File: config.mk
export PLATFORM = sky130hd
export DESIGN_NAME = hyst_peak_finder
export DESIGN_NICKNAME = d
export VERILOG_FILES = /design/src/rtl/hpk_pkg.sv /design/src/rtl/hpk_gate_ctrl.sv /design/src/rtl/hpk_track_fsm.sv /design/src/rtl/hpk_peak_slot.sv /design/src/rtl/hyst_peak_finder.sv
export SDC_FILE = /design/constraint.sdc
export NUM_CORES = 1
export LEC_CHECK = 0
export CORE_MARGIN = 2
export CORE_UTILIZATION = 57
export CTS_BUF_LIST = sky130_fd_sc_hd__clkbuf_8
export DETAILED_ROUTE_END_ITERATION = 7
export GPL_ROUTABILITY_DRIVEN = 0
export GPL_TIMING_DRIVEN = 0
export PLACE_DENSITY = 0.82
export SYNTH_ARGS = -nofsm -noshare
export SYNTH_HDL_FRONTEND = slang
export SYNTH_SLANG_ARGS = --single-unit
File: constraint.sdc
create_clock -name clk -period 4.8 [get_ports clk]
set_input_delay 0.96 -clock clk [delete_from_list [all_inputs] [get_ports clk]]
set_output_delay 0.96 -clock clk [all_outputs]
set_load 0.005 [all_outputs]
File: src/rtl/hpk_pkg.sv
package hpk_pkg;
  typedef enum logic {
    ST_IDLE = 1'b0,
    ST_SEEK = 1'b1
  } hunt_e;
endpackage

File: src/rtl/hpk_gate_ctrl.sv
module hpk_gate_ctrl #(
  parameter int IW = 16
) (
  input  logic          clk,
  input  logic          rst_n,
  input  logic          gate_en,
  input  logic          smp_valid,
  output logic          take,
  output logic          first,
  output logic [IW-1:0] idx
);
  logic          open_q;
  logic [IW-1:0] cnt_q;

  assign take  = gate_en && smp_valid;
  assign first = take && !open_q;
  assign idx   = first ? '0 : cnt_q;

  always_ff @(posedge clk) begin
    if (!rst_n) begin
      open_q <= 1'b0;
      cnt_q  <= '0;
    end else begin
      if (!gate_en)  open_q <= 1'b0;
      else if (take) open_q <= 1'b1;
      if (take)      cnt_q  <= idx + 1'b1;
    end
  end

  // the index that follows the first gated sample is 1
  p_first_index_r3: assert property (@(posedge clk) disable iff (!rst_n)
    first |=> (cnt_q == IW'(1)));
endmodule

File: src/rtl/hpk_track_fsm.sv
module hpk_track_fsm
  import hpk_pkg::*;
#(
  parameter int SW = 8,
  parameter int IW = 16
) (
  input  logic          clk,
  input  logic          rst_n,
  input  logic          gate_en,
  input  logic          take,
  input  logic          first,
  input  logic [IW-1:0] idx,
  input  logic [SW-1:0] smp,
  input  logic [SW-1:0] delta,
  output logic          emit,
  output logic [IW-1:0] e_idx,
  output logic [SW-1:0] e_amp,
  output logic [SW-1:0] e_prev,
  output logic [SW-1:0] e_next
);
  hunt_e         st_q;
  logic [SW-1:0] min_q, max_q, mprev_q, last_q;
  logic [IW-1:0] midx_q;
  logic          arm;

  assign arm    = (smp >= min_q) && ((smp - min_q) >= delta);
  assign emit   = take && !first && (st_q == ST_SEEK) && (smp < max_q);
  assign e_idx  = midx_q;
  assign e_amp  = max_q;
  assign e_prev = mprev_q;
  assign e_next = smp;

  always_ff @(posedge clk) begin
    if (!rst_n) begin
      st_q    <= ST_IDLE;
      min_q   <= '0;
      max_q   <= '0;
      mprev_q <= '0;
      last_q  <= '0;
      midx_q  <= '0;
    end else if (!gate_en) begin
      st_q <= ST_IDLE;
    end else if (take) begin
      last_q <= smp;
      if (first) begin
        st_q  <= ST_IDLE;
        min_q <= smp;
      end else if (st_q == ST_IDLE) begin
        if (arm) begin
          st_q    <= ST_SEEK;
          max_q   <= smp;
          midx_q  <= idx;
          mprev_q <= last_q;
        end else if (smp < min_q) begin
          min_q <= smp;
        end
      end else if (smp < max_q) begin
        st_q  <= ST_IDLE;
        min_q <= smp;
      end else if (smp > max_q) begin
        max_q   <= smp;
        midx_q  <= idx;
        mprev_q <= last_q;
      end
    end
  end

  // a closed gate leaves the finder idle
  p_gate_idle_r7: assert property (@(posedge clk) disable iff (!rst_n)
    !gate_en |=> (st_q == ST_IDLE));
  // while the search continues, the held maximum never decreases
  p_max_grows_r5: assert property (@(posedge clk) disable iff (!rst_n)
    (st_q == ST_SEEK && gate_en && !emit) |=> (max_q >= $past(max_q)));
endmodule

File: src/rtl/hpk_peak_slot.sv
module hpk_peak_slot #(
  parameter int SW = 8,
  parameter int IW = 16
) (
  input  logic          clk,
  input  logic          rst_n,
  input  logic          emit,
  input  logic [IW-1:0] e_idx,
  input  logic [SW-1:0] e_amp,
  input  logic [SW-1:0] e_prev,
  input  logic [SW-1:0] e_next,
  input  logic          pk_ready,
  output logic          pk_valid,
  output logic [IW-1:0] pk_index,
  output logic [SW-1:0] pk_amp,
  output logic [SW-1:0] pk_before,
  output logic [SW-1:0] pk_after,
  output logic          pk_overflow
);
  logic stalled;
  assign stalled = pk_valid && !pk_ready;

  always_ff @(posedge clk) begin
    if (!rst_n) begin
      pk_valid    <= 1'b0;
      pk_overflow <= 1'b0;
      pk_index    <= '0;
      pk_amp      <= '0;
      pk_before   <= '0;
      pk_after    <= '0;
    end else begin
      if (emit && !stalled) begin
        pk_valid  <= 1'b1;
        pk_index  <= e_idx;
        pk_amp    <= e_amp;
        pk_before <= e_prev;
        pk_after  <= e_next;
      end else if (pk_valid && pk_ready) begin
        pk_valid <= 1'b0;
      end
      if (emit && stalled) pk_overflow <= 1'b1;
    end
  end

  // a stalled peak holds
  p_hold_r8: assert property (@(posedge clk) disable iff (!rst_n)
    (pk_valid && !pk_ready) |=> (pk_valid && $stable(pk_index) && $stable(pk_amp)
                                 && $stable(pk_before) && $stable(pk_after)));
  // overflow is sticky
  p_ovf_sticky_r9: assert property (@(posedge clk) disable iff (!rst_n)
    pk_overflow |=> pk_overflow);
  // overflow only rises out of a stall
  p_ovf_cause_r9: assert property (@(posedge clk) disable iff (!rst_n)
    $rose(pk_overflow) |-> $past(pk_valid && !pk_ready));
  // the confirming sample lies below the peak
  p_order_r6: assert property (@(posedge clk) disable iff (!rst_n)
    pk_valid |-> (pk_amp > pk_after));
endmodule

File: src/rtl/hyst_peak_finder.sv
module hyst_peak_finder #(
  parameter int SW = 8,
  parameter int IW = 16
) (
  input  logic          clk,
  input  logic          rst_n,
  input  logic          gate_en,
  input  logic          smp_valid,
  input  logic [SW-1:0] smp_data,
  input  logic [SW-1:0] rise_delta,
  output logic          pk_valid,
  input  logic          pk_ready,
  output logic [IW-1:0] pk_index,
  output logic [SW-1:0] pk_amp,
  output logic [SW-1:0] pk_before,
  output logic [SW-1:0] pk_after,
  output logic          pk_overflow
);
  logic          take, first, emit;
  logic [IW-1:0] idx, e_idx;
  logic [SW-1:0] e_amp, e_prev, e_next;

  hpk_gate_ctrl #(.IW(IW)) u_gate (
    .clk(clk), .rst_n(rst_n), .gate_en(gate_en), .smp_valid(smp_valid),
    .take(take), .first(first), .idx(idx)
  );

  hpk_track_fsm #(.SW(SW), .IW(IW)) u_track (
    .clk(clk), .rst_n(rst_n), .gate_en(gate_en), .take(take), .first(first),
    .idx(idx), .smp(smp_data), .delta(rise_delta), .emit(emit),
    .e_idx(e_idx), .e_amp(e_amp), .e_prev(e_prev), .e_next(e_next)
  );

  hpk_peak_slot #(.SW(SW), .IW(IW)) u_slot (
    .clk(clk), .rst_n(rst_n), .emit(emit), .e_idx(e_idx), .e_amp(e_amp),
    .e_prev(e_prev), .e_next(e_next), .pk_ready(pk_ready), .pk_valid(pk_valid),
    .pk_index(pk_index), .pk_amp(pk_amp), .pk_before(pk_before),
    .pk_after(pk_after), .pk_overflow(pk_overflow)
  );
endmodule

### After elaboration in Yosys (flattened, before gate mapping)

Cells that the tools add are included.

* bitwise gates (word level): 1
* magnitude comparators: 5
* multiplexer cells: 24
* add/sub/neg operators: 2
* equality and inequality tests: 4
* reductions and logical operators: 21

Operators with widths (number)
* $mux W8: 13
* $mux W16: 5
* $add A16 B1 Y16 const B: 1
* $ge A8 B8 Y1: 2
* $lt A8 B8 Y1: 2
* $logic_and A1 B1 Y1: 10
* $gt A8 B8 Y1: 1
* $sub A8 B8 Y8: 1
* $mux W1: 6
* $reduce_and A6 Y1: 1
* $reduce_and A5 Y1: 1
* $logic_not A1 Y1: 4
* $ne A2 B2 Y1 const B: 2
* $reduce_and A2 Y1: 2
* $reduce_bool A2 Y1: 2
* $ne A3 B2 Y1 const B: 1
* $ne A3 B3 Y1 const B: 1
* $reduce_bool A3 Y1: 1
* $not A1 Y1: 1

* word-level logic and storage cells: 71
* output and inout port bits: 42
* register bits: 108

### Longest topological paths before layout

* word-level depth: 8
* gate-level depth with buffers: 16

### Cells and area by module

Synthesis repeated with hierarchy kept, for this count alone.

* cell total of the unflattened synthesis: 641
* area, all modules: 5362.6 µm²

By module, submodules not included
* hpk_track_fsm: cells each 343, area each 2711.4 µm², instances 1
* hpk_peak_slot: cells each 181, area each 1717.9 µm², instances 1
* hpk_gate_ctrl: cells each 117, area each 933.4 µm², instances 1

### Worst setup path after synthesis

Ideal clock, no wire load.

* path kind: input to register
* start point: input smp_data[0]
* end point: register u_track.min_q[0]
* setup slack: 0.832 ns
* library setup time: 0.141 ns
* stages on the path: 15
* required time: 4.659 ns
* arrival time: 3.827 ns
* cell sequence: inv_1 -> ha_1 -> fa_1 -> nand2b_1 -> a21oi_1 -> a21o_1 -> a21oi_1 -> xnor2_1 -> ha_1 -> a21o_1 -> a221o_1 -> a211o_1 -> o21ai_2 -> a32oi_2 -> mux2i_1

* word-level cells in the longest chain between the ends: 5
* elaborated cells between the ends (all ways): 15

Ends and longest elaborated chain
* start: declaration: line hyst_peak_finder.sv:9 `input logic [SW-1:0] smp_data,`
* $sub A8 B8 Y8: line hpk_track_fsm.sv:26 `assign arm = (smp >= min_q) && ((smp - min_q) >= delta);`
* $ge A8 B8 Y1: line hpk_track_fsm.sv:26
* $logic_and A1 B1 Y1: line hpk_track_fsm.sv:26
* $ne A3 B2 Y1 (no line)
* $reduce_and A5 Y1 (no line)
* end signal: assignment: line hpk_track_fsm.sv:47 `min_q <= smp;`
* end signal: assignment: line hpk_track_fsm.sv:55 `min_q <= smp;`
* end signal: assignment: line hpk_track_fsm.sv:59 `min_q <= smp;`
* end: declaration: line hpk_track_fsm.sv:22 `logic [SW-1:0] min_q, max_q, mprev_q, last_q;`

Several ways; a longest one is shown, not always the timed one. The select of a mux whose other input is x is not followed.
A chain may end at the register's enable or synchronous reset.

### Worst setup path after layout

* start point: input smp_data[0]
* end point: register u_track.midx_q[10], in the netlist u_track.e_idx[10]

* word-level cells in the longest chain between the ends: 5
* elaborated cells between the ends (all ways): 10

Ends and longest elaborated chain
* $sub A8 B8 Y8: line hpk_track_fsm.sv:26
* $ge A8 B8 Y1: line hpk_track_fsm.sv:26
* $logic_and A1 B1 Y1: line hpk_track_fsm.sv:26
* $reduce_bool A2 Y1 (no line)
* $reduce_and A6 Y1 (no line) (*)
* end signal: assignment: line hpk_track_fsm.sv:52 `midx_q <= idx;`
* end signal: assignment: line hpk_track_fsm.sv:62 `midx_q <= idx;`
* end: declaration: line hpk_track_fsm.sv:23 `logic [IW-1:0] midx_q;`

Every way passes the cells marked *; elsewhere a longest branch is shown, timed or not.

==> reports/metrics.cfg <==
[floorplan]
io_pins = 63
die_x_microns = 97.20
start_util = 0.5790
chipHeight_microns = 97.20
coreArea_sq_um = 8551
num_rows = 34
die-area_sq_um = 9448

[synthesis]
netlist-cell-type-count = 46
synth_top_area_cell = dfxtp_1
synth_nets = 670
yosysWarnings = 0
synthArstFlopShare = 0
synth_cells = 623
yosysTopAreaCellShare = 0.4367
avgSynthCellArea_sq_um = 7.947
synthFlopType = dfxtp_1
synth_edf_count = 0
synth.yosys.seq_area_share = 0.4367
synth.area.top_cells = dfxtp_1 44%, nand2_1 10%, a21oi_1 9.6%, ha_1 6.3%, o21ai_0 3.9%
syn_area_sq_um = 4951
ys_ff_latch = 108

[clock_network]
cts_buffers = 9
cts_root_buf = clkbuf_8
htree_levels = 3
post_cts_resized = 0
clkTransAtPathRegs_ns = 0.10
cts.path.max_buffers = 2
holdBufCountCts = 0
clock_latency_ns = 0.37
cts_tree = built
cts.sinks = 108
cts_setup_buffers = 0

[worst_setup_path]
cp_num_buf_inv = 3
r2r-start = u_track.min_q[1]$_SDFFE_PN0P_
endpoint_kind = flop
critPathTopFamily = compound AO/OA/AOI/OAI gates
rrSetupSlack_ns = 1.03
critPathArrivalTime_ns = 4.87
critPathLaunch = smp_data[0]
cpMaxStageDelayCell = clkdlybuf4s50_1
reg2reg_depth = 16
path_depth = 17
cp.required_ns = 5.10
cp-start-kind = primary input
critPathMaxFanout = 10
timing.rr.end = u_track.e_idx[10]$_SDFFE_PN0P_
crit_chain = clkdlybuf4s50_1, inv_1, ha_1, fa_1, nand2b_1, a21oi_2, a21o_1, a21oi_1, xnor2_1, ha_1, a21o_1, a221o_1, a211o_1, o21ai_2, clkbuf_2, o21ai_0, a21oi_1
endpoint = u_track.e_idx[10]$_SDFFE_PN0P_
critical_path_class = primary input to flop
critPathMaxStageDelay_ns = 0.58

[detailed_routing]
firstDrtPassIters = 5
post_drt_wl_per_cell_microns = 15.08
final_antenna_net_count = 0
drt-total-wl_mm = 12.20
viasPerCell = 5.687
drc = 0
drt_iter0_drc = 244
vias = 4601

[grt]
grt_pass1_vias = 4447
grt_use_met3 = 0.05468
antenna_found_initial = 0
grt_use_total = 0.2619
grt_most_used_layer = met2
grt-ovfl-total = 0
grt_max_degree = 19
grt_pass1_wl_mm = 20.36
met2_usage = 0.4610
use_met1 = 0.3166

[sta]
setup_violations = 0
tightest_slew_ns = 0.5852
fin_crit_ns = 4.570
fmax_ghz = 0.2188
slew_headroom = 0.6099
hold_viol_final = 0
fin_crit_sh = 0.9521
maxSlewViolCount = 0
finClkSkew_ns = 0.004667
setup_slack_ns = 0.2301

[min_path]
hold_class = flop to flop

[pwr]
p_leak_nw = 2.102
peakVddDrop_mv = 0.2029
power_density_nw_per_um2 = 288.7

[placement]
place_worst_setup_slack_ns = -0.2543
port_buffers = 62
dp_cells = 793
dp_hpwl_mm = 9.146

[run_status]
status = completed

[final_layout]
n_antenna_cell = 0
drive_gt1_frac = 0.05563
design.final.nets = 743
fillers = 701
area_growth_pct = 19.59
final_cells = 809

[flow_run]
cap_violations = 0

## synth_stat cells (2+ instances only)
library cell / count
xor2_1: 8
nand4_1: 15
and3_1: 4
xnor2_1: 7
and2_1: 3
or3_1: 11
mux2i_1: 9
a21o_1: 6
nor2b_1: 3
o21ai_0: 39
nor2_1: 24
o21ai_1: 2
inv_1: 27
nand3_1: 28
nand2b_1: 4
clkbuf_1: 32
nor3_1: 5
a22oi_1: 2
ha_1: 25
nand2_1: 137
dfxtp_1: 108
nor3_2: 2
buf_2: 5
a21oi_1: 95
## cell usage in the layout (no fill, tap or decap), types with 11 or more instances in the layout
cell / instances
o21ai_0: 39
nand2_1: 137
nand3_1: 28
ha_1: 25
or3_1: 11
inv_1: 28
clkbuf_1: 26
nor2_1: 24
dfxtp_1: 108
nand4_1: 15
clkdlybuf4s50_1: 61
a21oi_1: 94
## power by group
group / total, mW / switching [mW] / internal [mW]
Combinational: 0.273 / 0.172 / 0.100
Sequential: 0.912 / 0.00636 / 0.906
Clock: 0.525 / 0.316 / 0.208
## state kept, by name, summed over array words and instances (netlist names)
signal / flops
u_slot.pk_amp: 8
u_track.e_amp: 8
u_slot.pk_after: 8
u_gate.open_q: 1
u_slot.pk_valid: 1
u_track.e_idx: 16
u_track.min_q: 8
u_track.e_prev: 8
u_slot.pk_overflow: 1
u_gate.cnt_q: 16
u_slot.pk_index: 16
u_track.last_q: 8
u_slot.pk_before: 8
u_track.st_q: 1
## cell type report
cell class	instances	area [sq um]	area share
inverter	27	101.3	0.01712
multi-input combinational	449	2542	0.4294
tap	108	135.1	0.02282
buffer	39	170.2	0.02874
clock inverter	6	48.80	0.008242
clock buffer	10	137.6	0.02325
timing repair buffer	62	623.1	0.1052
sequential	108	2162	0.3652
## how the worst min path moves through the flow
stage,cells after the start,slack [ns],startpoint,to
3_3_place_gp,2,0.44,u_track.last_q[4]$_SDFFE_PN0P_,u_track.last_q[4]$_SDFFE_PN0P_
2_1_floorplan,2,0.43,u_track.e_prev[0]$_SDFFE_PN0P_,u_slot.pk_before[0]$_SDFFE_PN0P_
5_1_grt,2,0.48,u_slot.pk_before[7]$_SDFFE_PN0P_,u_slot.pk_before[7]$_SDFFE_PN0P_
6_report,2,0.46,u_slot.pk_before[2]$_SDFFE_PN0P_,u_slot.pk_before[2]$_SDFFE_PN0P_
3_5_place_dp,2,0.45,u_slot.pk_before[2]$_SDFFE_PN0P_,u_slot.pk_before[2]$_SDFFE_PN0P_
4_1_cts,2,0.46,u_track.e_prev[3]$_SDFFE_PN0P_,u_slot.pk_before[3]$_SDFFE_PN0P_
## per-stage QoR
step | TNS (ns) | area (sq um) | util | hold slack [ns] | total power, mW
after floorplan | 0 | 4951 | - | 0.4284 | 1.109
after global placement | -5.020 | 5707 | 0.6674 | 0.4415 | 1.179
after detailed placement | -7.821 | 5707 | 0.6674 | 0.4453 | 1.190
after CTS | 0 | 5893 | 0.6892 | 0.4581 | 1.705
after global routing | -0.03884 | 5921 | 0.6924 | 0.4784 | 1.780
final | 0 | 5921 | 0.6924 | 0.4575 | 1.709
## layer usage
| metal | wire, microns | vias to the layer above |
|---|---|---|
| li1 | - | 2260 |
| met1 | 5086 | 2164 |
| met2 | 6161 | 155 |
| met3 | 685 | 22 |
| met4 | 269 | 0 |
| met5 | 0 | - |
## worst min-delay path: cells and delay by family (launching register included)
kind,cells,cell delay [ns]
simple gates,1,0.05
compound gates,1,0.05
flops,1,0.32
## kinds of logic (layout without fill, tap and decap cells)
logic type	after synthesis	count (layout)	synth area share
compound gates	156	156	0.1739
xor+xnor	15	15	0.02654
fa+ha+maj	26	26	0.06722
buf+inv	66	144	0.05282
flops	108	108	0.4367
mux	9	9	0.01820
simple gates	243	243	0.2247
No activity file was read; power rests on OpenSTA's default activity.
